File: src/rtl/dbg_serial_port.sv
module dbg_serial_port #(
  parameter int DATA_W = 32,
  parameter int TRAP_W = 6,
  parameter int BKPT_W = 2
) (
  input  logic              clk,
  input  logic              rst_n,
  input  logic              sync_mode,
  input  logic              sck,
  input  logic              sdi,
  output logic              sdo,
  input  logic              core_req,
  input  logic [1:0]        core_op,
  input  logic [DATA_W-1:0] core_wdata,
  output logic [DATA_W-1:0] core_rdata,
  output logic              core_ready,
  output logic [TRAP_W-1:0] trap_en,
  output logic [BKPT_W-1:0] bkpt,
  output logic              vsync
);
  localparam int FRAME_W = DATA_W + 2;
  localparam int CNT_W   = $clog2(FRAME_W + 1);
  localparam int CTRL_W  = TRAP_W + BKPT_W + 1;

  localparam logic [1:0] OP_FETCH = 2'b00;
  localparam logic [1:0] OP_RDATA = 2'b01;
  localparam logic [1:0] OP_WDATA = 2'b10;

  logic [2:0] sck_q;
  logic [1:0] sdi_q;

  always_ff @(posedge clk or negedge rst_n)
    if (!rst_n) begin
      sck_q <= '0;
      sdi_q <= '0;
    end else begin
      sck_q <= {sck_q[1:0], sck};
      sdi_q <= {sdi_q[0], sdi};
    end

  logic sck_rise, ev, din;
  assign sck_rise = sck_q[1] & ~sck_q[2];
  assign ev  = sync_mode ? 1'b1 : sck_rise;
  assign din = sync_mode ? sdi : sdi_q[1];

  logic               busy;
  logic [CNT_W-1:0]   cnt;
  logic [FRAME_W-1:0] sr;
  logic               seq_err, tx_valid;
  logic [DATA_W-1:0]  tx_data;
  logic               rx_full, rx_instr;
  logic [DATA_W-1:0]  rx_word;
  logic [CTRL_W-1:0]  ctrl_q;

  logic start, shift, done;
  assign start = ~busy & ev & din;
  assign shift = busy & ev;
  assign done  = shift && (cnt == CNT_W'(FRAME_W - 1));

  logic [FRAME_W-1:0] nxt;
  assign nxt = {sr[FRAME_W-2:0], din};

  logic [1:0]        st_out;
  logic [DATA_W-1:0] tx_out;
  assign st_out = seq_err ? 2'b01 : (tx_valid ? 2'b00 : 2'b11);
  assign tx_out = (seq_err | ~tx_valid) ? '0 : tx_data;

  logic rd, want_instr, rd_hit, rd_miss, wr;
  assign rd         = core_req & (core_op == OP_FETCH | core_op == OP_RDATA);
  assign want_instr = (core_op == OP_FETCH);
  assign rd_hit     = rd & rx_full & (rx_instr == want_instr);
  assign rd_miss    = rd & rx_full & (rx_instr != want_instr);
  assign wr         = core_req & (core_op == OP_WDATA);

  always_ff @(posedge clk or negedge rst_n)
    if (!rst_n) begin
      busy <= 1'b0;
      cnt  <= '0;
      sr   <= '0;
    end else if (start) begin
      busy <= 1'b1;
      cnt  <= '0;
      sr   <= {st_out, tx_out};
    end else if (shift) begin
      sr  <= nxt;
      cnt <= cnt + 1'b1;
      if (done) busy <= 1'b0;
    end

  always_ff @(posedge clk or negedge rst_n)
    if (!rst_n)                             ctrl_q <= '0;
    else if (done && nxt[FRAME_W-1])        ctrl_q <= nxt[CTRL_W-1:0];

  always_ff @(posedge clk or negedge rst_n)
    if (!rst_n) begin
      rx_full  <= 1'b0;
      rx_instr <= 1'b0;
      rx_word  <= '0;
    end else if (done && !nxt[FRAME_W-1]) begin
      rx_full  <= 1'b1;
      rx_instr <= nxt[FRAME_W-2];
      rx_word  <= nxt[DATA_W-1:0];
    end else if (rd_hit | rd_miss) begin
      rx_full  <= 1'b0;
    end

  always_ff @(posedge clk or negedge rst_n)
    if (!rst_n)       seq_err <= 1'b0;
    else if (rd_miss) seq_err <= 1'b1;
    else if (start)   seq_err <= 1'b0;

  always_ff @(posedge clk or negedge rst_n)
    if (!rst_n) begin
      tx_valid <= 1'b0;
      tx_data  <= '0;
    end else if (wr) begin
      tx_valid <= 1'b1;
      tx_data  <= core_wdata;
    end else if (start && !seq_err) begin
      tx_valid <= 1'b0;
    end

  assign sdo        = sr[FRAME_W-1];
  assign core_rdata = rx_word;
  assign core_ready = rd_hit | wr;
  assign trap_en    = ctrl_q[TRAP_W-1:0];
  assign bkpt       = ctrl_q[TRAP_W+BKPT_W-1:TRAP_W];
  assign vsync      = ctrl_q[CTRL_W-1];
endmodule


File: config.mk
export PLATFORM = sky130hd
export DESIGN_NAME = dbg_serial_port
export DESIGN_NICKNAME = d
export VERILOG_FILES = /design/src/rtl/dbg_serial_port.sv
export SDC_FILE = /design/constraint.sdc
export NUM_CORES = 1
export LEC_CHECK = 0
export BUFFER_PORTS_ARGS = -buffer_cell sky130_fd_sc_hd__buf_2
export CORE_MARGIN = 2
export CORE_UTILIZATION = 50
export CTS_BUF_LIST = sky130_fd_sc_hd__clkbuf_8
export CTS_CLUSTER_DIAMETER = 30
export DETAILED_ROUTE_END_ITERATION = 12
export GPL_TIMING_DRIVEN = 0
export PLACE_DENSITY = 0.75
export REMOVE_ABC_BUFFERS = 1
export SLEW_MARGIN = 20
export SYNTH_ARGS = -nofsm -noshare
export SYNTH_HDL_FRONTEND = slang
export SYNTH_SLANG_ARGS = --single-unit
export TNS_END_PERCENT = 100
File: constraint.sdc
create_clock -name clk -period 1.55 [get_ports clk]
set_input_delay 0 -clock clk [delete_from_list [all_inputs] [get_ports clk]]
set_output_delay 0 -clock clk [all_outputs]
set_load 0.05 [all_outputs]
* Yosys cells after proc, flatten, opt, wreduce, memory -nomap -nowiden *
Cells that the tools add are included.

operators by class
  div/mod/pow operators = 0
  shift operators = 0
  add/sub/neg operators = 1
  bitwise gates (word level) = 16
  $lt $le $gt $ge = 0
  mux-type cells = 18
  reduce and logical (&&, ||, !) cells = 13
  equality and inequality tests = 5
  $mul = 0

operators with widths
  kind                                                                    number
  34-bit two-way mux                                                      2
  32-bit two-way mux                                                      1
  6-bit two-way mux                                                       2
  1-bit two-way mux                                                       11
  2-bit nonzero test                                                      5
  1-bit bitwise AND                                                       9
  6-bit by 1-bit adder with 6-bit output (second input constant)          1
  6-bit equality test (second input constant)                             1
  1-bit logical AND                                                       4
  2-bit two-way mux                                                       2
  1-bit bitwise OR                                                        4
  1-bit NOT                                                               3
  2-bit by 1-bit equality test with 1-bit output (second input constant)  1
  2-bit equality test (second input constant)                             1
  1-bit logical NOT                                                       2
  2-bit logical NOT                                                       1
  2-bit AND reduction                                                     1
  1-bit equality test                                                     1
  1-bit != test                                                           1

word-level totals
  input port bits = 40
  memories = 0
  ROM bits = 0
  bits in writable memories = 0
  register bits after elaboration = 123
  logic and storage cells = 65
  bits in latches = 0

* Logic depth before layout (Yosys ltp) *
  depth after elaboration = 8
  gate-level depth with buffers = 7
  gate-level depth less buffers = 6

* Worst setup path before layout *
OpenSTA, ideal clock, no wires.

  path kind = flip-flop to flip-flop
  start = reg cnt[1]
  end = reg rx_word[10], in the netlist core_rdata[10]
  slack = -108 ps
  data arrival time = 1533 ps
  period minus slack after synthesis = 1658 ps
  path buffers = 1
  stages on the path, launching flop included = 7
  path through = dfrtp_1 inv_1 ha_1 nor3b_4 o2111ai_4 buf_6 mux2_4

between the ends
  cells in the longest elaborated chain, start to end = 3

RTL lines
  item                    line  source
  start, declared         47    logic [CNT_W-1:0] cnt;
  start signal, assigned  86    cnt <= cnt + 1'b1;
  6-bit equality test     58    assign done = shift && (cnt == CNT_W'(FRAME_W - 1));
  1-bit logical AND       58
  1-bit logical AND       99    end else if (done && !nxt[FRAME_W-1]) begin
  end signal, assigned    102   rx_word <= nxt[DATA_W-1:0];
  end, declared           52    logic [DATA_W-1:0] rx_word;

Every way passes these cells.
A chain may end at the register's enable or synchronous reset.

* Final worst setup path *
  start = reg cnt[1]
  end = reg rx_word[28], in the netlist core_rdata[28]

The elaborated chain is that of the path after synthesis.

==> impl_metrics.yaml <==
power_and_ir_drop:
  seq_power_share_pct: 47.3
  ir_drop_mv: 0.817
  p_sw_share_pct: 30.2
  switchingPower_mw: 2.86
  power.share.clock_pct: 28.7
  p_int_mw: 6.62
  combPwrFrac_pct: 23.9
  cellPowerDensity_mw_per_mm2: 1400
  p_leak_nw: 3.63
  p_total_mw: 9.47
synthesis:
  synth_flop_cell: "dfrtp_1"
  yosys.cell_types.count: 39
  async_reset_ff_share_pct: 100
  ys_ff_latch: 123
  synth_top_area_share_pct: 59.5
  ys.warnings.count: 0
  ys_top_cells_by_area: "dfrtp_1, mux2_2, mux2_4, a22o_1, a21o_1"
  avgSynthCellArea_um2: 15.0
  yosysSeqAreaShare_pct: 59.5
  synth_edf_count: 0
  synthesis.area_mm2: 0.00517
  synth_top_area_cell: "dfrtp_1"
  netlist_instances: 344
final_layout:
  fillers: 764
  layout_common_cells: "dfrtp_1, buf_2, mux2_2"
  final_cell_area_mm2: 0.00679
  nets: 534
  final_common_cell: "dfrtp_1"
  syn_to_final_growth_pct: 31.3
  final_cells: 640
  insertedDiodeCount: 0
  drive_gt1_share_pct: 44.0
cts:
  clk_pin_slew_ns: 0.07
  clock_path_buffers: 2
  cts_sinks: 123
  insertion_delay_ns: 0.43
  numCtsBuffers: 17
  htree_num_levels: 4
  cts_tree: "built"
  cts-root-buf: "clkbuf_8"
global_route:
  grt_pass1_vias: 3527
  busiest_layer: "met2"
  grt_pass1_wl_um: 17600
  grt_overflow_total: 0
  grt_max_degree: 71
  globalRouteMet1Util_pct: 26.1
  met2_usage_pct: 33.4
  met3_usage_pct: 5.26
  grt_antenna_before_repair: 0
  gr-usage-all-layers_pct: 20.4
timing:
  slew_viol_final: 0
  relSlewSlack_pct: 51.2
  min_period_ns: 1.80
  finalSetupViolCount: 42
  final.period_utilization_pct: 116
  rsz0062_at_grt: "true"
  hold_violations: 0
  worst_slew_pin_slew_ns: 0.730
  fin_hold_ws_ns: 0.0963
  layout_setup_ws_ns: -0.247
  fin_skew_ns: 0.0103
  clock.fmax_ghz: 0.556
route:
  drt-wirelength-per-cell_um: 17.4
  drc: 0
  antenna_left: 0
  vias: 3448
  wl_um: 11100
  drt_first_pass_iters: 4
  first_iter_violations: 122
  viasPerCell: 5.39
placement:
  dp.cells: 550
  place_congestion: 0.791
  placed_cell_area_mm2: 0.00574
  hpwl_um: 6350
  port-buffer-count: 82
  dp_slack_ns: -0.727
worst_setup_path:
  required_ns: 1.86
  arrival_ns: 2.11
  r2r_slack_ns: -0.25
  reg2reg_to: "core_rdata[28]"
  max_stage_delay_ns: 0.38
  startpoint: "cnt[1]"
  rr_startpoint: "cnt[1]"
  cp_cell_sequence: "inv_1, ha_1, nor3b_4, o2111ai_4, clkbuf_16, buf_16, mux2_4"
  path_buf_inv: 3
  endpoint_kind: "flip-flop"
  endpoint: "core_rdata[28]"
  critPathTopFamily: "buffers and inverters"
  rr_worst_depth: 7
  path_class: "reg2reg"
  startpoint_type: "flip-flop"
  path_depth: 7
  worstPathMaxFanout: 8
  cp_slowest_cell: "dfrtp_1"
floorplan:
  core_area_mm2: 0.0102
  num_io_pins: 83
  start_util_pct: 50.8
  fp.dieH_um: 106
  fp.dieW_um: 106
  row_count: 37
  design.die.area_mm2: 0.0112
job:
  max_cap_viol_count: 0
run_status:
  status: "complete, but fails checks"
  violations: "negative setup slack"
worst_hold_path:
  holdCritPathClass: "in2async"
## sequential cells by signal, summed over array words and instances (netlist names)
name / count
rx_instr: 1
core_rdata: 32
sck_q: 3
tx_data: 32
sdi_q: 2
ctrl_q: 9
rx_full: 1
cnt: 6
busy: 1
tx_valid: 1
sr: 34
seq_err: 1
## worst min path at each step
stage / from / to / cells past startpoint
floorplan: rst_n / busy / 0
global placement: sck / sck_q[0] / 1
detailed placement: rst_n / sdi_q[1] / 1
CTS: rst_n / sdi_q[1] / 2
global route: rst_n / sr[27] / 2
finish: rst_n / sdi_q[1] / 2
## power by group through the flow
stage	clock (mW)	sequential (mW)	combinational, mW
2_1_floorplan	0	4.60	1.25
3_3_place_gp	0	4.51	1.79
3_5_place_dp	0	4.55	1.92
4_1_cts	2.78	4.48	2.12
5_1_grt	2.93	4.57	2.47
6_report	2.72	4.48	2.27
## routing by layer
metal,vias to the layer above,share of wire (%)
li1,1575,-
met1,1757,45
met2,98,49
met3,18,4.6
met4,0,1.4
met5,-,0
## cell usage after synthesis, types with 2 or more instances
library cell	instances
a21o_1	31
a21oi_1	3
a221o_1	2
a22o_1	33
buf_2	7
buf_6	11
dfrtp_1	123
ha_1	2
inv_1	3
mux2_2	45
mux2_4	27
mux2i_1	4
nand2_1	10
nand3b_1	2
nor2_1	5
nor2b_1	2
o21ai_0	12
## kinds of logic after synthesis
family | share of synthesized area [%]
AO/OA/AOI/OAI | 13.9
XOR/XNOR | 0.339
adder cells (fa/ha/maj) | 0.484
buffers and inverters | 3.43
flip-flops | 59.5
multiplexers | 18.4
AND/OR/NAND/NOR | 3.92
## stage by stage
stage	util, %	TNS, ns
after floorplan	-	-35.73
after global placement	54.9	-224.30
final	66.7	-8.84
after global routing	66.7	-11.36
after detailed placement	56.3	-45.29
after CTS	65.6	-8.38
## repair_timing
action / in CTS / in global routing
pin swaps: 8 / 2
resized for setup: 7 / 11
endpoints found under the hold margin: 159 / 0
endpoints found under the setup margin: 84 / 79
hold buffers: 38 / 0
buffers inserted: 10 / 6
cloned: 2 / 3
## cell type report
class	instances	area, um2	share of cell area, %
clock buffers	20	275	4.05
clock inverters	11	105	1.55
inverters	3	11.3	0.166
multi-input cells	203	2020	29.7
flip-flops and latches	123	3080	45.4
well taps	136	170	2.51
repair buffers	144	1130	16.6
(Power assumes the default switching activity.)
